`config.mk`:
```
export PLATFORM = sky130hd
export DESIGN_NAME = mdio_master
export DESIGN_NICKNAME = d
export VERILOG_FILES = /design/src/rtl/mdio_pkg.sv /design/src/rtl/mdio_clkgen.sv /design/src/rtl/mdio_frame_seq.sv /design/src/rtl/mdio_regs.sv /design/src/rtl/mdio_master.sv
export SDC_FILE = /design/constraint.sdc
export NUM_CORES = 1
export LEC_CHECK = 0
export BUFFER_PORTS_ARGS = -buffer_cell sky130_fd_sc_hd__buf_4
export CAP_MARGIN = 20
export CORE_MARGIN = 1.5
export CORE_UTILIZATION = 40
export DETAILED_ROUTE_END_ITERATION = 6
export GPL_ROUTABILITY_DRIVEN = 1
export MAX_ROUTING_LAYER = met4
export PLACE_DENSITY = 0.55
export SETUP_SLACK_MARGIN = 0.02
export SYNTH_ARGS = -nofsm -noshare
export SYNTH_HDL_FRONTEND = slang
export SYNTH_SLANG_ARGS = --single-unit
```
`constraint.sdc`:
```
create_clock -name clk -period 2.7 [get_ports clk]
set_input_delay 0.27 -clock clk [delete_from_list [all_inputs] [get_ports clk]]
set_output_delay 0.27 -clock clk [all_outputs]
set_load 0.01 [all_outputs]
```
`src/rtl/mdio_pkg.sv`:
```
package mdio_pkg;
  localparam int BUS_W       = 32;
  localparam int PRE_BITS    = 32;
  localparam int FRAME_BITS  = 64;
  localparam int HDR_BITS    = 46;   // bits driven before the turnaround
  localparam int DATA_FIRST  = 48;   // index of first data bit
  localparam int IDX_W       = $clog2(FRAME_BITS + 1);

  localparam logic [1:0] OP_RD = 2'b10;
  localparam logic [1:0] OP_WR = 2'b01;

  localparam logic [1:0] A_CTRL  = 2'd0;
  localparam logic [1:0] A_CMD   = 2'd1;
  localparam logic [1:0] A_WDATA = 2'd2;
  localparam logic [1:0] A_RDATA = 2'd3;

  localparam int EN_BIT    = 15;
  localparam int START_BIT = 12;
  localparam int READY_BIT = 13;

  typedef struct packed {
    logic        rd;
    logic [4:0]  phy;
    logic [4:0]  regad;
    logic [15:0] wdata;
  } mdio_cmd_t;
endpackage

```
`src/rtl/mdio_clkgen.sv`:
```
module mdio_clkgen #(
  parameter int DIV_W = 6
) (
  input  logic             clk,
  input  logic             rst_n,
  input  logic             en,
  input  logic [DIV_W-1:0] div,
  output logic             mdc,
  output logic             rise_evt,
  output logic             fall_evt
);
  logic [DIV_W-1:0] cnt;
  logic             tick;

  assign tick     = en && (cnt == div);
  assign rise_evt = tick && !mdc;
  assign fall_evt = tick && mdc;

  always_ff @(posedge clk) begin
    if (!rst_n || !en) begin
      cnt <= '0;
      mdc <= 1'b0;
    end else if (tick) begin
      cnt <= '0;
      mdc <= ~mdc;
    end else begin
      cnt <= cnt + 1'b1;
    end
  end
endmodule

```
`src/rtl/mdio_frame_seq.sv`:
```
module mdio_frame_seq
  import mdio_pkg::*;
(
  input  logic        clk,
  input  logic        rst_n,
  input  logic        start,
  input  mdio_cmd_t   cmd,
  input  logic        rise_evt,
  input  logic        fall_evt,
  input  logic        mdio_i,
  output logic        busy,
  output logic        mdio_o,
  output logic        mdio_oe,
  output logic [15:0] rd_data
);
  logic [FRAME_BITS-1:0] sh;
  logic [IDX_W-1:0]      idx;
  logic                  is_rd;
  logic [15:0]           rsh;
  logic [FRAME_BITS-1:0] frame_w;

  assign frame_w = {{PRE_BITS{1'b1}}, 2'b01,
                    cmd.rd ? OP_RD : OP_WR,
                    cmd.phy, cmd.regad,
                    cmd.rd ? 2'b11 : 2'b10,
                    cmd.rd ? 16'h0000 : cmd.wdata};

  always_ff @(posedge clk) begin
    if (!rst_n) begin
      busy    <= 1'b0;
      mdio_o  <= 1'b0;
      mdio_oe <= 1'b0;
      rd_data <= '0;
      sh      <= '0;
      idx     <= '0;
      is_rd   <= 1'b0;
      rsh     <= '0;
    end else if (!busy) begin
      if (start) begin
        busy  <= 1'b1;
        idx   <= '0;
        is_rd <= cmd.rd;
        sh    <= frame_w;
      end
    end else begin
      if (fall_evt) begin
        if (idx == IDX_W'(FRAME_BITS)) begin
          busy    <= 1'b0;
          mdio_oe <= 1'b0;
          mdio_o  <= 1'b0;
          if (is_rd) rd_data <= rsh;
        end else begin
          mdio_o  <= sh[FRAME_BITS-1];
          sh      <= {sh[FRAME_BITS-2:0], 1'b0};
          mdio_oe <= !(is_rd && (idx >= IDX_W'(HDR_BITS)));
          idx     <= idx + 1'b1;
        end
      end
      if (rise_evt && is_rd && (idx > IDX_W'(DATA_FIRST)))
        rsh <= {rsh[14:0], mdio_i};
    end
  end
endmodule

```
`src/rtl/mdio_regs.sv`:
```
module mdio_regs
  import mdio_pkg::*;
#(
  parameter int DIV_W = 6
) (
  input  logic             clk,
  input  logic             rst_n,
  input  logic             bus_we,
  input  logic [1:0]       bus_addr,
  input  logic [BUS_W-1:0] bus_wdata,
  output logic [BUS_W-1:0] bus_rdata,
  input  logic             busy,
  input  logic [15:0]      rd_data,
  output logic             en,
  output logic [DIV_W-1:0] div,
  output logic             start,
  output mdio_cmd_t        cmd
);
  logic [15:0] wdata_q;
  logic [4:0]  phy_q;
  logic [4:0]  reg_q;
  logic [1:0]  op_q;
  logic [1:0]  op_w;
  logic        op_ok;

  assign op_w  = bus_wdata[11:10];
  assign op_ok = (op_w == OP_RD) || (op_w == OP_WR);
  assign start = bus_we && (bus_addr == A_CMD) && bus_wdata[START_BIT]
                 && en && !busy && op_ok;

  assign cmd.rd    = (op_w == OP_RD);
  assign cmd.phy   = bus_wdata[4:0];
  assign cmd.regad = bus_wdata[9:5];
  assign cmd.wdata = wdata_q;

  always_ff @(posedge clk) begin
    if (!rst_n) begin
      en      <= 1'b0;
      div     <= '0;
      wdata_q <= '0;
      phy_q   <= '0;
      reg_q   <= '0;
      op_q    <= '0;
    end else if (bus_we) begin
      case (bus_addr)
        A_CTRL: begin
          div <= bus_wdata[DIV_W-1:0];
          en  <= bus_wdata[EN_BIT];
        end
        A_WDATA: wdata_q <= bus_wdata[15:0];
        A_CMD: if (start) begin
          phy_q <= cmd.phy;
          reg_q <= cmd.regad;
          op_q  <= op_w;
        end
        default: ;
      endcase
    end
  end

  always_comb begin
    bus_rdata = '0;
    case (bus_addr)
      A_CTRL: begin
        bus_rdata[DIV_W-1:0] = div;
        bus_rdata[EN_BIT]    = en;
      end
      A_CMD: begin
        bus_rdata[4:0]       = phy_q;
        bus_rdata[9:5]       = reg_q;
        bus_rdata[11:10]     = op_q;
        bus_rdata[READY_BIT] = !busy;
      end
      A_WDATA: bus_rdata[15:0] = wdata_q;
      default: bus_rdata[15:0] = rd_data;
    endcase
  end
endmodule

```
`src/rtl/mdio_master.sv`:
```
module mdio_master
  import mdio_pkg::*;
#(
  parameter int DIV_W = 6
) (
  input  logic        clk,
  input  logic        rst_n,
  input  logic        bus_we,
  input  logic [1:0]  bus_addr,
  input  logic [31:0] bus_wdata,
  output logic [31:0] bus_rdata,
  output logic        mdc,
  input  logic        mdio_i,
  output logic        mdio_o,
  output logic        mdio_oe
);
  logic             ctrl_en;
  logic [DIV_W-1:0] ctrl_div;
  logic             start_w;
  mdio_cmd_t        cmd_w;
  logic             busy_w;
  logic             ready_w;
  logic [15:0]      rd_data_w;
  logic             rise_w;
  logic             fall_w;

  assign ready_w = !busy_w;

  mdio_regs #(.DIV_W(DIV_W)) u_regs (
    .clk(clk), .rst_n(rst_n), .bus_we(bus_we), .bus_addr(bus_addr),
    .bus_wdata(bus_wdata), .bus_rdata(bus_rdata), .busy(busy_w),
    .rd_data(rd_data_w), .en(ctrl_en), .div(ctrl_div),
    .start(start_w), .cmd(cmd_w)
  );

  mdio_clkgen #(.DIV_W(DIV_W)) u_clk (
    .clk(clk), .rst_n(rst_n), .en(ctrl_en), .div(ctrl_div),
    .mdc(mdc), .rise_evt(rise_w), .fall_evt(fall_w)
  );

  mdio_frame_seq u_seq (
    .clk(clk), .rst_n(rst_n), .start(start_w), .cmd(cmd_w),
    .rise_evt(rise_w), .fall_evt(fall_w), .mdio_i(mdio_i),
    .busy(busy_w), .mdio_o(mdio_o), .mdio_oe(mdio_oe), .rd_data(rd_data_w)
  );
endmodule

```
==> results of run 1 <==
## layout by cell type (no fill, tap or decap), types with 4 or more instances in the layout
master and n:
sky130_fd_sc_hd__a21oi_1 63, sky130_fd_sc_hd__a22o_1 7, sky130_fd_sc_hd__a31oi_1 26, sky130_fd_sc_hd__and2_1 4, sky130_fd_sc_hd__buf_4 49, sky130_fd_sc_hd__clkbuf_16 17, sky130_fd_sc_hd__conb_1 16, sky130_fd_sc_hd__dfxtp_1 148
sky130_fd_sc_hd__ha_1 5, sky130_fd_sc_hd__inv_1 34, sky130_fd_sc_hd__inv_6 6, sky130_fd_sc_hd__mux2_2 6, sky130_fd_sc_hd__mux2i_1 20, sky130_fd_sc_hd__mux4_2 6, sky130_fd_sc_hd__nand2_1 115, sky130_fd_sc_hd__nand3_1 28
sky130_fd_sc_hd__nand4_1 5, sky130_fd_sc_hd__nor2_1 24, sky130_fd_sc_hd__o211ai_1 5, sky130_fd_sc_hd__o21ai_0 61, sky130_fd_sc_hd__o221a_2 31, sky130_fd_sc_hd__o22ai_1 5, sky130_fd_sc_hd__o22ai_2 19, sky130_fd_sc_hd__xor2_1 8
## power by group
group / switching, mW / total, mW / internal (mW) / leakage (nW)
Combinational: 0.144 / 0.220 / 0.0765 / 1.18
Clock: 1.00 / 2.32 / 1.32 / 0.281
Sequential: 0.0133 / 2.22 / 2.21 / 1.20
## registers in the layout, indices dropped and copies added, names as in the netlist, 2 cells and up
register        flops
u_regs.op_q         2
u_regs.wdata_q     16
u_seq.rsh          16
u_regs.phy_q        5
u_regs.reg_q        5
u_seq.rd_data      16
u_seq.idx           7
u_clk.cnt           6
u_seq.sh           64
u_regs.div          6
## final timing paths
kind,endpoint,slack [ns],cells after the start
worst max-delay path,u_seq.sh[57],0.43,7
worst min-delay path,u_seq.rsh[0],0.11,3
worst max register to register,u_seq.sh[57],0.43,7
worst min register to register,u_seq.mdio_oe,0.45,2
## worst min-delay path: stages
cell and delay [ns]:
sky130_fd_sc_hd__buf_4 0.11, sky130_fd_sc_hd__nand2_1 0.04, sky130_fd_sc_hd__mux2i_1 0.06
## stage by stage
| stage | setup slack, ns | total power [mW] |
|---|---|---|
| after global placement | 0.4234 | 2.492 |
| after floorplan | 0.8123 | 2.435 |
| after detailed placement | 0.3825 | 2.494 |
| after CTS | 0.4269 | 4.813 |
| final | 0.4257 | 4.765 |
| after global routing | 0.2178 | 4.941 |
## logic make-up (layout without fill, tap and decap cells)
kind of cell | after synthesis | after routing | share of synthesized area
xor+xnor | 11 | 11 | 0.01451
buf+inv | 111 | 118 | 0.07991
fa+ha+maj | 5 | 5 | 0.009423
compound gates | 224 | 224 | 0.2360
other cells | 1 | 16 | 0.0005649
flops | 149 | 149 | 0.4493
mux | 32 | 32 | 0.06069
simple gates | 208 | 208 | 0.1496
## layer usage
layer	routed length, um	up-vias	part of all wire
met2	7167	96	0.47
met4	288	0	0.019
met3	528	21	0.035
li1	-	2623	-
met5	0	-	0
met1	7189	2540	0.47
## final cells by class
| type | instances | area (um2) |
|---|---|---|
| clock buffer | 18 | 439.2 |
| clock inverter | 14 | 140.1 |
| fill | 1550 | 8503 |
| inverter | 35 | 131.4 |
| multi-input combinational | 496 | 3182 |
| sequential | 149 | 2984 |
| tap | 216 | 270.3 |
| timing repair buffer | 51 | 407.9 |
==> flow_summary.html, run 1 <==
<table>
<tr><th>Metric</th><th>Value</th></tr>
<tr><th colspan="2">Run status</th></tr>
<tr><td>Outcome</td><td>finished clean</td></tr>
<tr><th colspan="2">Global route</th></tr>
<tr><td>Overall track demand over capacity in global routing</td><td>0.1830</td></tr>
<tr><td>Number of global-route vias before repair</td><td>about 5000</td></tr>
<tr><td>Wire length of the first global-routing pass</td><td>between 20 and 25 mm</td></tr>
<tr><td>GR Overflow Total</td><td>0</td></tr>
<tr><td>Met1 usage</td><td>0.2336</td></tr>
<tr><td>Number of antenna violations at the first check in global routing</td><td>0</td></tr>
<tr><td>Most heavily used metal layer in global routing</td><td>met2</td></tr>
<tr><td>Largest net degree at the start of global routing</td><td>around 110</td></tr>
<tr><td>Met3 layer usage reported by global route</td><td>0.04037</td></tr>
<tr><td>GR Layer Usage met2</td><td>0.2848</td></tr>
<tr><th colspan="2">Logic synthesis</th></tr>
<tr><td>Instance count of the mapped netlist</td><td>~740</td></tr>
<tr><td>Register area share after synthesis</td><td>0.4493</td></tr>
<tr><td>Number of synthesized register bits</td><td>between 100 and 150</td></tr>
<tr><td>Top post-synthesis cells by count</td><td>sky130_fd_sc_hd__dfxtp_1, sky130_fd_sc_hd__nand2_1, sky130_fd_sc_hd__a21oi_1</td></tr>
<tr><td>Ys Warns</td><td>0</td></tr>
<tr><td>Most numerous cell in the Yosys netlist</td><td>sky130_fd_sc_hd__dfxtp_1</td></tr>
<tr><td>Share of flip-flops with an asynchronous set or reset</td><td>0</td></tr>
<tr><td>Yosys top cell by area</td><td>sky130_fd_sc_hd__dfxtp_1</td></tr>
<tr><td>Number of synthesized flops with an enable pin</td><td>0</td></tr>
<tr><td>Synth cell types</td><td>54</td></tr>
<tr><td>Area share of the largest cell type after synthesis</td><td>0.4493</td></tr>
<tr><td>Combined area of all synthesized cells</td><td>between 6000 and 7000 um2</td></tr>
<tr><td>Cell types with the largest area share after synthesis</td><td>sky130_fd_sc_hd__dfxtp_1, sky130_fd_sc_hd__nand2_1, sky130_fd_sc_hd__o221a_2</td></tr>
<tr><td>Average instance area after synthesis</td><td>between 8 and 9 um2</td></tr>
<tr><td>Most common flop cell mapped by yosys</td><td>sky130_fd_sc_hd__dfxtp_1</td></tr>
<tr><th colspan="2">Layout</th></tr>
<tr><td>Final std cells w/o fill</td><td>roughly 1000</td></tr>
<tr><td>Fraction of final layout cells sized beyond drive strength 1</td><td>0.2058</td></tr>
<tr><td>Post-route standard cell area excluding fillers</td><td>around 7600 um2</td></tr>
<tr><td>Layout Nets</td><td>a little under 800</td></tr>
<tr><td>Layout overhead on the synthesized area</td><td>13.80%</td></tr>
<tr><td>Final core area utilization</td><td>0.4705</td></tr>
<tr><td>Number of antenna diodes</td><td>0</td></tr>
<tr><th colspan="2">Floorplanning</th></tr>
<tr><td>Area of the die</td><td>approximately 17000 um2</td></tr>
<tr><td>Initial Utilization</td><td>0.4134</td></tr>
<tr><td>Standard cell core area</td><td>approximately 16000 um2</td></tr>
<tr><td>Die width</td><td>roughly 130 um</td></tr>
<tr><td>Die extent in y</td><td>around 130 um</td></tr>
<tr><td>I/O Pins</td><td>73</td></tr>
<tr><td>Core Rows</td><td>46</td></tr>
<tr><th colspan="2">Worst setup path</th></tr>
<tr><td>Kind of cell with the highest combined delay on the critical path</td><td>simple AND/OR/NAND/NOR gates</td></tr>
<tr><td>Series of cell instances along the critical path</td><td>inv_1 -&gt; ha_1 -&gt; nor4b_1 -&gt; nand3b_1 -&gt; nand4_2 -&gt; buf_4 -&gt; o221a_2</td></tr>
<tr><td>Endpoint arrival time on the critical path</td><td>approximately 2.6 ns</td></tr>
<tr><td>Sort of element at the end of the critical path</td><td>register</td></tr>
<tr><td>Worst setup path start</td><td>u_seq.idx[0]</td></tr>
<tr><td>Required time at the endpoint of the critical path</td><td>3.01 ns</td></tr>
<tr><td>Critical path type</td><td>reg -&gt; reg</td></tr>
<tr><td>Buf+Inv Stages, Crit Path</td><td>2</td></tr>
<tr><td>Slowest stage cell on the critical path</td><td>sky130_fd_sc_hd__dfxtp_1</td></tr>
<tr><td>CP Launch Type</td><td>register</td></tr>
<tr><td>CP max FO</td><td>21</td></tr>
<tr><td>Reg-to-reg startpoint</td><td>u_seq.idx[0]</td></tr>
<tr><td>Delay of the slowest critical-path stage</td><td>about 0.41 ns</td></tr>
<tr><th colspan="2">Hold path</th></tr>
<tr><td>Worst Hold Launch</td><td>mdio_i</td></tr>
<tr><td>Worst Hold Class</td><td>in -&gt; reg</td></tr>
<tr><th colspan="2">Detailed routing</th></tr>
<tr><td>Wire length after detailed routing</td><td>15.17 mm</td></tr>
<tr><td>DR vias</td><td>5280</td></tr>
<tr><td>Ratio of routed vias to standard cells</td><td>around 5.4</td></tr>
<tr><td>DRC Markers</td><td>0</td></tr>
<tr><td>Count of TritonRoute iterations in the first routing pass</td><td>6</td></tr>
<tr><td>Routed Antenna Nets</td><td>0</td></tr>
<tr><td>Iter 0 DRT Violations</td><td>344</td></tr>
<tr><td>Per-cell routed wire length</td><td>between 15 and 20 um</td></tr>
<tr><th colspan="2">Clock network</th></tr>
<tr><td># clock sinks</td><td>between 100 and 150</td></tr>
<tr><td>Later-pin clock latency in the skew report</td><td>0.42 ns</td></tr>
<tr><td>Hold_buf cts</td><td>0</td></tr>
<tr><td>TritonCTS clock tree</td><td>done</td></tr>
<tr><td>Maximum clock insertion buffer count</td><td>2</td></tr>
<tr><td>Total CTS buffers</td><td>17</td></tr>
<tr><td>Clock slew at reported path FFs</td><td>0.06 ns</td></tr>
<tr><td>Number of setup buffers added after CTS</td><td>0</td></tr>
<tr><td>Count of instances resized after the clock tree is built</td><td>0</td></tr>
<tr><td># H-tree levels</td><td>4</td></tr>
<tr><td>Root Buffer</td><td>sky130_fd_sc_hd__clkbuf_16</td></tr>
<tr><th colspan="2">STA</th></tr>
<tr><td>Setup Viol. Count Final</td><td>0</td></tr>
<tr><td>Clock skew after layout</td><td>0.01030 ns</td></tr>
<tr><td>Max-slew violations</td><td>0</td></tr>
<tr><td>Worst hold-check slack</td><td>0.1084 ns</td></tr>
<tr><td>Final critical path time including I/O delays and setup</td><td>2.274 ns</td></tr>
<tr><td>Setup TNS</td><td>0 ns</td></tr>
<tr><td>Worst-case headroom to the max-slew limit</td><td>0.4917</td></tr>
<tr><td>Fraction of the cycle the final worst path needs</td><td>0.8423</td></tr>
<tr><td>Worst-Margin Slew</td><td>around 0.76 ns</td></tr>
<tr><td>Final hold vios</td><td>0</td></tr>
<tr><td>Highest attainable clock frequency</td><td>approximately 440 MHz</td></tr>
<tr><td>Unrepaired setup endpoints after global routing</td><td>false</td></tr>
<tr><th colspan="2">Power and ir drop</th></tr>
<tr><td>Leakage power of the design</td><td>between 2 and 3 nW</td></tr>
<tr><td>PwrDens</td><td>630.7 nW/um2</td></tr>
<tr><td>Maximum ir drop on the vdd rail</td><td>0.4380 mV</td></tr>
<tr><th colspan="2">Placed design</th></tr>
<tr><td>Weighted congestion at the end of routability-driven global placement</td><td>between 0.7 and 0.8</td></tr>
<tr><td>Port Buffers</td><td>40</td></tr>
<tr><td>Inst Count DP</td><td>~950</td></tr>
<tr><td>Estimated wirelength of the detail-placed design</td><td>a little over 10 mm</td></tr>
<tr><td>Placed Instance Area</td><td>6975 um2</td></tr>
<tr><th colspan="2">Flow run</th></tr>
<tr><td>Maxcap violations</td><td>0</td></tr>
</table>
(Power assumes the default switching activity.)
==> run 2: changes to the inputs <==
ABC_AREA = 1   (was default)
clock period = 2.37 ns   (was 2.7 ns; I/O delays follow)
==> run 2 against run 1 <==
Effect of this change: register-to-register slack improved by 0.05 ns; worst hold slack lost 0.032 ns; wire length is 4.0% higher; flip-flop and latch count is the same; global-route usage rose by 0.74 points; sequential power rose by 15%; critical path type is now reg -> out.
==> flow_summary.html, run 2 <==
<table>
<tr><th>Metric</th><th>Value</th></tr>
<tr><th colspan="2">Logic synthesis</th></tr>
<tr><td>Combined area of all synthesized cells</td><td>6756 um2</td></tr>
<tr><td>Most numerous cell in the Yosys netlist</td><td>sky130_fd_sc_hd__nand2_1</td></tr>
<tr><td>Register area share after synthesis</td><td>0.4415</td></tr>
<tr><td>Share of flip-flops with an asynchronous set or reset</td><td>0</td></tr>
<tr><td>Number of synthesized flops with an enable pin</td><td>0</td></tr>
<tr><td>Yosys top cell by area</td><td>sky130_fd_sc_hd__dfxtp_1</td></tr>
<tr><td>Most common flop cell mapped by yosys</td><td>sky130_fd_sc_hd__dfxtp_1</td></tr>
<tr><td>Cell types with the largest area share after synthesis</td><td>sky130_fd_sc_hd__dfxtp_1, sky130_fd_sc_hd__a21oi_1, sky130_fd_sc_hd__nand2_1</td></tr>
<tr><td>Number of synthesized register bits</td><td>roughly 150</td></tr>
<tr><td>Area share of the largest cell type after synthesis</td><td>0.4415</td></tr>
<tr><td>Average instance area after synthesis</td><td>roughly 7 um2</td></tr>
<tr><td>Instance count of the mapped netlist</td><td>~960</td></tr>
<tr><td>Synth cell types</td><td>35</td></tr>
<tr><td>Ys Warns</td><td>0</td></tr>
<tr><td>Top post-synthesis cells by count</td><td>sky130_fd_sc_hd__nand2_1, sky130_fd_sc_hd__nor2_1, sky130_fd_sc_hd__dfxtp_1</td></tr>
<tr><th colspan="2">Clock network</th></tr>
<tr><td>Total CTS buffers</td><td>17</td></tr>
<tr><td>Number of setup buffers added after CTS</td><td>0</td></tr>
<tr><td># clock sinks</td><td>149</td></tr>
<tr><td>Maximum clock insertion buffer count</td><td>2</td></tr>
<tr><td>Later-pin clock latency in the skew report</td><td>around 0.42 ns</td></tr>
<tr><td># H-tree levels</td><td>4</td></tr>
<tr><td>Clock slew at reported path FFs</td><td>0.06 ns</td></tr>
<tr><td>Count of instances resized after the clock tree is built</td><td>0</td></tr>
<tr><td>TritonCTS clock tree</td><td>done</td></tr>
<tr><td>Hold_buf cts</td><td>0</td></tr>
<tr><td>Root Buffer</td><td>sky130_fd_sc_hd__clkbuf_16</td></tr>
<tr><th colspan="2">Worst setup path</th></tr>
<tr><td>Most frequent cell on the critical path</td><td>sky130_fd_sc_hd__buf_4</td></tr>
<tr><td>Critical path type</td><td>reg -&gt; out</td></tr>
<tr><td>Slowest stage cell on the critical path</td><td>sky130_fd_sc_hd__dfxtp_2</td></tr>
<tr><td>Sort of element at the end of the critical path</td><td>output port</td></tr>
<tr><td>Series of cell instances along the critical path</td><td>buf_4 -&gt; inv_2 -&gt; nand2_1 -&gt; o221ai_1 -&gt; buf_4</td></tr>
<tr><td>Required time at the endpoint of the critical path</td><td>approximately 2.1 ns</td></tr>
<tr><td>Setup slack of the most critical reg-to-reg path</td><td>between 0.4 and 0.5 ns</td></tr>
<tr><td>CP Launch Type</td><td>register</td></tr>
<tr><td>Endpoint arrival time on the critical path</td><td>around 1.7 ns</td></tr>
<tr><td>Reg-to-reg startpoint</td><td>u_clk.cnt[1]</td></tr>
<tr><td>Delay of the slowest critical-path stage</td><td>roughly 0.42 ns</td></tr>
<tr><td>R2R depth</td><td>12</td></tr>
<tr><td>CP max FO</td><td>35</td></tr>
<tr><td>Worst setup path start</td><td>u_seq.busy</td></tr>
<tr><td>End of the worst register-to-register path</td><td>u_seq.sh[14]</td></tr>
<tr><th colspan="2">Layout</th></tr>
<tr><td>Layout overhead on the synthesized area</td><td>15.28%</td></tr>
<tr><td>Number of filler instances in the final layout</td><td>between 1500 and 2000</td></tr>
<tr><td>Layout Nets</td><td>between 1000 and 1500</td></tr>
<tr><td>Register bank with the most flops</td><td>u_seq.sh</td></tr>
<tr><td>Final core area utilization</td><td>0.4713</td></tr>
<tr><td>Fraction of final layout cells sized beyond drive strength 1</td><td>0.1041</td></tr>
<tr><td>Post-route standard cell area excluding fillers</td><td>7789 um2</td></tr>
<tr><td>Final std cells w/o fill</td><td>1200</td></tr>
<tr><td>Largest register FFs</td><td>64</td></tr>
<tr><td>Number of antenna diodes</td><td>0</td></tr>
<tr><td>Commonest cells after routing, fill and taps aside</td><td>sky130_fd_sc_hd__nand2_1, sky130_fd_sc_hd__nor2_1, sky130_fd_sc_hd__dfxtp_1</td></tr>
<tr><th colspan="2">Global route</th></tr>
<tr><td>Wire length of the first global-routing pass</td><td>26.41 mm</td></tr>
<tr><td>GR Overflow Total</td><td>0</td></tr>
<tr><td>Overall track demand over capacity in global routing</td><td>0.1904</td></tr>
<tr><td>Largest net degree at the start of global routing</td><td>77</td></tr>
<tr><td>Number of antenna violations at the first check in global routing</td><td>0</td></tr>
<tr><td>Number of global-route vias before repair</td><td>roughly 5300</td></tr>
<tr><th colspan="2">Flow run</th></tr>
<tr><td>Maxcap violations</td><td>0</td></tr>
<tr><th colspan="2">Detailed routing</th></tr>
<tr><td>DRC Markers</td><td>0</td></tr>
<tr><td>Wire length after detailed routing</td><td>15.78 mm</td></tr>
<tr><td>Routed Antenna Nets</td><td>0</td></tr>
<tr><td>Per-cell routed wire length</td><td>13.15 um</td></tr>
<tr><td>Ratio of routed vias to standard cells</td><td>4.908</td></tr>
<tr><td>DR vias</td><td>roughly 5900</td></tr>
<tr><td>Iter 0 DRT Violations</td><td>roughly 370</td></tr>
<tr><td>Count of TritonRoute iterations in the first routing pass</td><td>5</td></tr>
<tr><th colspan="2">Power and ir drop</th></tr>
<tr><td>PwrDens</td><td>725.2 nW/um2</td></tr>
<tr><td>Maximum ir drop on the vdd rail</td><td>0.5215 mV</td></tr>
<tr><td>Leakage power of the design</td><td>3.190 nW</td></tr>
<tr><th colspan="2">Floorplanning</th></tr>
<tr><td>Die width</td><td>133.0 um</td></tr>
<tr><td>Initial Utilization</td><td>0.4089</td></tr>
<tr><td>Die extent in y</td><td>around 130 um</td></tr>
<tr><td>Core Rows</td><td>47</td></tr>
<tr><td>I/O Pins</td><td>73</td></tr>
<tr><td>Standard cell core area</td><td>approximately 17000 um2</td></tr>
<tr><td>Area of the die</td><td>around 18000 um2</td></tr>
<tr><th colspan="2">Placed design</th></tr>
<tr><td>Inst Count DP</td><td>1168</td></tr>
<tr><td>Port Buffers</td><td>40</td></tr>
<tr><td>Placed Instance Area</td><td>between 7000 and 8000 um2</td></tr>
<tr><td>Estimated wirelength of the detail-placed design</td><td>10.36 mm</td></tr>
<tr><td>Pre-CTS worst setup slack</td><td>0.4954 ns</td></tr>
<tr><td>Weighted congestion at the end of routability-driven global placement</td><td>roughly 0.84</td></tr>
<tr><th colspan="2">STA</th></tr>
<tr><td>Final critical path time including I/O delays and setup</td><td>1.894 ns</td></tr>
<tr><td>Worst-Margin Slew</td><td>0.7571 ns</td></tr>
<tr><td>Worst-case headroom to the max-slew limit</td><td>0.4947</td></tr>
<tr><td>Fraction of the cycle the final worst path needs</td><td>0.7993</td></tr>
<tr><td>Unrepaired setup endpoints after global routing</td><td>false</td></tr>
<tr><td>PnR worst setup slack</td><td>around 0.48 ns</td></tr>
<tr><td>Setup Viol. Count Final</td><td>0</td></tr>
<tr><td>Max-slew violations</td><td>0</td></tr>
<tr><td>Clock skew after layout</td><td>between 0.009 and 0.01 ns</td></tr>
<tr><td>Final hold vios</td><td>0</td></tr>
<tr><td>Highest attainable clock frequency</td><td>~530 MHz</td></tr>
<tr><td>Setup TNS</td><td>0 ns</td></tr>
<tr><th colspan="2">Hold path</th></tr>
<tr><td>Worst hold path depth</td><td>3</td></tr>
<tr><td>Worst Hold Class</td><td>in -&gt; reg</td></tr>
<tr><td>Worst Hold Launch</td><td>bus_wdata[15]</td></tr>
<tr><td>WHS Endpoint</td><td>u_regs.en</td></tr>
<tr><th colspan="2">Run status</th></tr>
<tr><td>Outcome</td><td>finished clean</td></tr>
</table>
run 2: worst max path at each step:
stage | cells after the start | slack, ns | to
floorplan | 10 | 0.73 | u_seq.idx[1]
global route | 12 | 0.23 | u_seq.sh[15]
global placement | 11 | 0.50 | u_seq.sh[21]
detailed placement | 9 | 0.50 | u_seq.sh[22]
CTS | 5 | 0.46 | bus_rdata[13]
finish | 5 | 0.48 | bus_rdata[13]
run 2: area by class of cell:
type | instances | area (um2) | area share
multi-input combinational | 670 | 3141 | 0.4032
clock inverter | 13 | 172.7 | 0.02217
sequential | 149 | 2984 | 0.3831
inverter | 68 | 255.2 | 0.03277
timing repair buffer | 61 | 508.0 | 0.06522
tap | 220 | 275.3 | 0.03534
clock buffer | 19 | 452.9 | 0.05815
run 2: cell families (layout without fill, tap and decap cells):
kind of cell               after synthesis  after routing  synth area share
AOI/OAI and AO/OA                      241            241            0.1935
xor gates and xnor gates                 3              3          0.003890
adders and majority gates                5              5          0.009259
buffers and inverters                  152            161            0.1039
DFF                                    149            149            0.4415
other                                    1             16         0.0005550
and+or+nand+nor                        405            405            0.2474
run 2: worst max-delay path: cells and delay by family (launching register included):
| kind | cells | cell delay, ns |
|---|---|---|
| buf+inv | 3 | 0.62 |
| simple gates | 1 | 0.07 |
| compound gates | 1 | 0.12 |
| flops | 1 | 0.42 |
run 2: routing by layer:
metal | share of wire | vias up | wire length, um | track usage
met5 | 0 | - | 0 | -
met4 | 0.011 | 0 | 176 | 0.04762
met3 | 0.031 | 18 | 487 | 0.04483
met2 | 0.44 | 89 | 7002 | 0.2862
met1 | 0.51 | 2627 | 8108 | 0.2579
li1 | - | 3155 | - | -
run 2: where the power goes:
| group | internal [mW] | switching [mW] | total, mW |
|---|---|---|---|
| registers | 2.53 | 0.0187 | 2.55 |
| logic | 0.0952 | 0.175 | 0.270 |
| clock network | 1.73 | 1.10 | 2.83 |
| total | 4.35 | 1.30 | 5.65 |
run 2: metrics by stage:
stage               hold slack (ns)  total power, mW
finish                      0.07675            5.648
global route                0.07736            5.852
CTS                         0.05651            5.714
detailed placement           0.4445            2.874
global placement             0.4402            2.875
floorplan                    0.3791            2.789
==> run 3: changes to the inputs <==
clock period = 1.9 ns   (was 2.37 ns; I/O delays follow)
==> run 3 against run 2 <==
Effect of this change: sequential power grew 25%; first-iteration DRC count rose by 13%; register-to-register slack got worse by 0.27 ns; final area grew 2.3%; flip-flop and latch count is the same; setup slack got worse by 0.33 ns; sequential share of layout area decreased by 0.86 points; critical endpoint unchanged; largest power group unchanged; highest routed layer unchanged.
==> flow_summary.html, run 3 (same netlist as run 2, synthesis figures left out) <==
<table>
<tr><th>Metric</th><th>Value</th></tr>
<tr><th colspan="2">Power and ir drop</th></tr>
<tr><td>PwrDens</td><td>around 900 nW/um2</td></tr>
<tr><td>Int Power</td><td>5.412 mW</td></tr>
<tr><td>Maximum ir drop on the vdd rail</td><td>0.6551 mV</td></tr>
<tr><td>Net switching fraction of the power</td><td>0.2467</td></tr>
<tr><td>Sequential group share of total power</td><td>0.442</td></tr>
<tr><td>Clock share of power</td><td>0.509</td></tr>
<tr><td>Overall power consumption</td><td>roughly 7.2 mW</td></tr>
<tr><td>Leakage power of the design</td><td>~3.3 nW</td></tr>
<tr><td>Combinational Power Share</td><td>0.049</td></tr>
<tr><td>Power spent charging and discharging nets</td><td>~1.8 mW</td></tr>
<tr><th colspan="2">Floorplanning</th></tr>
<tr><td>Die width</td><td>roughly 130 um</td></tr>
<tr><td>Die extent in y</td><td>133.0 um</td></tr>
<tr><td>Area of the die</td><td>between 15000 and 20000 um2</td></tr>
<tr><td>Initial Utilization</td><td>0.4089</td></tr>
<tr><td>Standard cell core area</td><td>~17000 um2</td></tr>
<tr><td>I/O Pins</td><td>between 70 and 80</td></tr>
<tr><td>Core Rows</td><td>47</td></tr>
<tr><th colspan="2">Global route</th></tr>
<tr><td>Overall track demand over capacity in global routing</td><td>0.1989</td></tr>
<tr><td>Number of antenna violations at the first check in global routing</td><td>0</td></tr>
<tr><td>Wire length of the first global-routing pass</td><td>about 27 mm</td></tr>
<tr><td>GR Overflow Total</td><td>0</td></tr>
<tr><td>Largest net degree at the start of global routing</td><td>between 80 and 90</td></tr>
<tr><td>Number of global-route vias before repair</td><td>approximately 5300</td></tr>
<tr><th colspan="2">Clock network</th></tr>
<tr><td># H-tree levels</td><td>4</td></tr>
<tr><td>Root Buffer</td><td>sky130_fd_sc_hd__clkbuf_16</td></tr>
<tr><td># clock sinks</td><td>149</td></tr>
<tr><td>Total CTS buffers</td><td>17</td></tr>
<tr><td>TritonCTS clock tree</td><td>done</td></tr>
<tr><td>Later-pin clock latency in the skew report</td><td>approximately 0.43 ns</td></tr>
<tr><td>Clock slew at reported path FFs</td><td>0.07 ns</td></tr>
<tr><td>Number of setup buffers added after CTS</td><td>0</td></tr>
<tr><td>Maximum clock insertion buffer count</td><td>2</td></tr>
<tr><th colspan="2">Hold path</th></tr>
<tr><td>Worst Hold Class</td><td>in -&gt; reg</td></tr>
<tr><td>Worst hold path depth</td><td>3</td></tr>
<tr><th colspan="2">Detailed routing</th></tr>
<tr><td>DRC Markers</td><td>0</td></tr>
<tr><td>Iter 0 DRT Violations</td><td>approximately 420</td></tr>
<tr><td>DR vias</td><td>between 6000 and 7000</td></tr>
<tr><td>Per-cell routed wire length</td><td>approximately 14 um</td></tr>
<tr><td>Wire length after detailed routing</td><td>about 17 mm</td></tr>
<tr><td>Ratio of routed vias to standard cells</td><td>4.985</td></tr>
<tr><td>Count of TritonRoute iterations in the first routing pass</td><td>5</td></tr>
<tr><td>Routed Antenna Nets</td><td>0</td></tr>
<tr><th colspan="2">Worst setup path</th></tr>
<tr><td>Sort of element at the end of the critical path</td><td>output port</td></tr>
<tr><td>Total number of cells along the worst setup path</td><td>5</td></tr>
<tr><td>Required time at the endpoint of the critical path</td><td>1.71 ns</td></tr>
<tr><td>Series of cell instances along the critical path</td><td>buf_4 -&gt; inv_6 -&gt; nand2_1 -&gt; o221ai_1 -&gt; buf_4</td></tr>
<tr><td>CP max FO</td><td>37</td></tr>
<tr><td>Endpoint arrival time on the critical path</td><td>approximately 1.6 ns</td></tr>
<tr><td>CP Launch Type</td><td>register</td></tr>
<tr><td>Buf+Inv Stages, Crit Path</td><td>3</td></tr>
<tr><td>Slowest stage cell on the critical path</td><td>sky130_fd_sc_hd__dfxtp_2</td></tr>
<tr><td>R2R depth</td><td>9</td></tr>
<tr><td>Delay of the slowest critical-path stage</td><td>0.36 ns</td></tr>
<tr><td>Critical path type</td><td>reg -&gt; out</td></tr>
<tr><td>Kind of cell with the highest combined delay on the critical path</td><td>buffers and inverters</td></tr>
<tr><td>Most frequent cell on the critical path</td><td>sky130_fd_sc_hd__buf_4</td></tr>
<tr><th colspan="2">STA</th></tr>
<tr><td>Highest attainable clock frequency</td><td>around 570 MHz</td></tr>
<tr><td>Final critical path time including I/O delays and setup</td><td>around 1.8 ns</td></tr>
<tr><td>Worst-Margin Slew</td><td>0.8229 ns</td></tr>
<tr><td>Worst-case headroom to the max-slew limit</td><td>0.4508</td></tr>
<tr><td>Unrepaired setup endpoints after global routing</td><td>true</td></tr>
<tr><td>Fraction of the cycle the final worst path needs</td><td>0.9211</td></tr>
<tr><td>Clock skew after layout</td><td>0.007629 ns</td></tr>
<tr><td>Setup Viol. Count Final</td><td>0</td></tr>
<tr><td>Max-slew violations</td><td>0</td></tr>
<tr><td>Final hold vios</td><td>0</td></tr>
<tr><td>Setup TNS</td><td>0 ns</td></tr>
<tr><th colspan="2">Layout</th></tr>
<tr><td>Number of filler instances in the final layout</td><td>1725</td></tr>
<tr><td>Number of antenna diodes</td><td>0</td></tr>
<tr><td>Largest register FFs</td><td>between 60 and 70</td></tr>
<tr><td>Layout Nets</td><td>1022</td></tr>
<tr><td>Register bank with the most flops</td><td>u_seq.sh</td></tr>
<tr><td>Layout overhead on the synthesized area</td><td>17.93%</td></tr>
<tr><td>Post-route standard cell area excluding fillers</td><td>~8000 um2</td></tr>
<tr><td>Leading cell type in the layout, fill and taps excluded</td><td>sky130_fd_sc_hd__nor2_1</td></tr>
<tr><td>Final core area utilization</td><td>0.4822</td></tr>
<tr><td>Fraction of final layout cells sized beyond drive strength 1</td><td>0.1169</td></tr>
<tr><td>Commonest cells after routing, fill and taps aside</td><td>sky130_fd_sc_hd__nor2_1, sky130_fd_sc_hd__nand2_1, sky130_fd_sc_hd__dfxtp_1</td></tr>
<tr><td>Final std cells w/o fill</td><td>between 1000 and 1500</td></tr>
<tr><th colspan="2">Run status</th></tr>
<tr><td>Outcome</td><td>finished clean</td></tr>
<tr><th colspan="2">Placed design</th></tr>
<tr><td>Inst Count DP</td><td>approximately 1200</td></tr>
<tr><td>Placed Instance Area</td><td>roughly 7300 um2</td></tr>
<tr><td>Estimated wirelength of the detail-placed design</td><td>10.70 mm</td></tr>
<tr><td>Port Buffers</td><td>40</td></tr>
<tr><td>Weighted congestion at the end of routability-driven global placement</td><td>0.8305</td></tr>
<tr><th colspan="2">Flow run</th></tr>
<tr><td>Maxcap violations</td><td>0</td></tr>
</table>
==> run 3: cell count changes in the layout (fill, tap and decap cells not counted), sizes merged <==
| cell | before | now |
|---|---|---|
| clkbuf | 19 | 18 |
| clkinvlp | 4 | 0 |
| inv | 70 | 78 |
| clkinv | 4 | 2 |
| buf | 61 | 72 |
==> run 3: worst paths after layout <==
kind	end	start	slack, ns
min reg2reg	u_seq.mdio_oe	u_seq.mdio_oe	0.45
max reg2reg	u_seq.rsh[15]	u_clk.cnt[2]	0.21
max	bus_rdata[13]	u_seq.busy	0.15
min	u_regs.en	bus_wdata[15]	0.03
==> run 3: worst min-delay path: cells and delay by family <==
kind                   cells  cell delay (ns)
and+or+nand+nor            2             0.14
buffers and inverters      1             0.10
==> run 3: area by class of cell <==
cell class                      instances  area [um2]  area share
Timing Repair Buffer                   73       651.9     0.08182
Multi-Input combinational cell        670        3166      0.3973
Clock inverter                         15       205.2     0.02575
Tap cell                              220       275.3     0.03455
Inverter                               68       260.3     0.03266
Clock buffer                           17       425.4     0.05339
Sequential cell                       149        2984      0.3745
==> run 3: power by group through the flow <==
stage,logic [mW],clock network [mW],registers (mW)
5_1_grt,0.391,3.87,3.18
3_5_place_dp,0.347,0,3.25
2_1_floorplan,0.240,0,3.24
3_3_place_gp,0.347,0,3.25
6_report,0.350,3.66,3.18
4_1_cts,0.348,3.73,3.17
==> run 3: through the flow <==
stage               setup WS (ns)  hold WS, ns
floorplan                  0.2586       0.3321
global placement           0.1354       0.4452
detailed placement        0.08406       0.4473
CTS                       0.05882     0.006376
global route              0.01042      0.03026
finish                     0.1499      0.02881
==> run 3: routing by layer <==
layer / track usage / share of wire / vias to the layer above
li1: - / - / 3183
met1: 0.2751 / 0.50 / 2742
met2: 0.2873 / 0.45 / 104
met3: 0.04828 / 0.039 / 13
met4: 0.05739 / 0.0094 / 0
met5: - / 0 / -
==> run 3: timing repair <==
item,CTS,global route
setup endpoints to repair,1,58
cloned,0,1
hold buffers,0,0
gates resized for setup,1,8
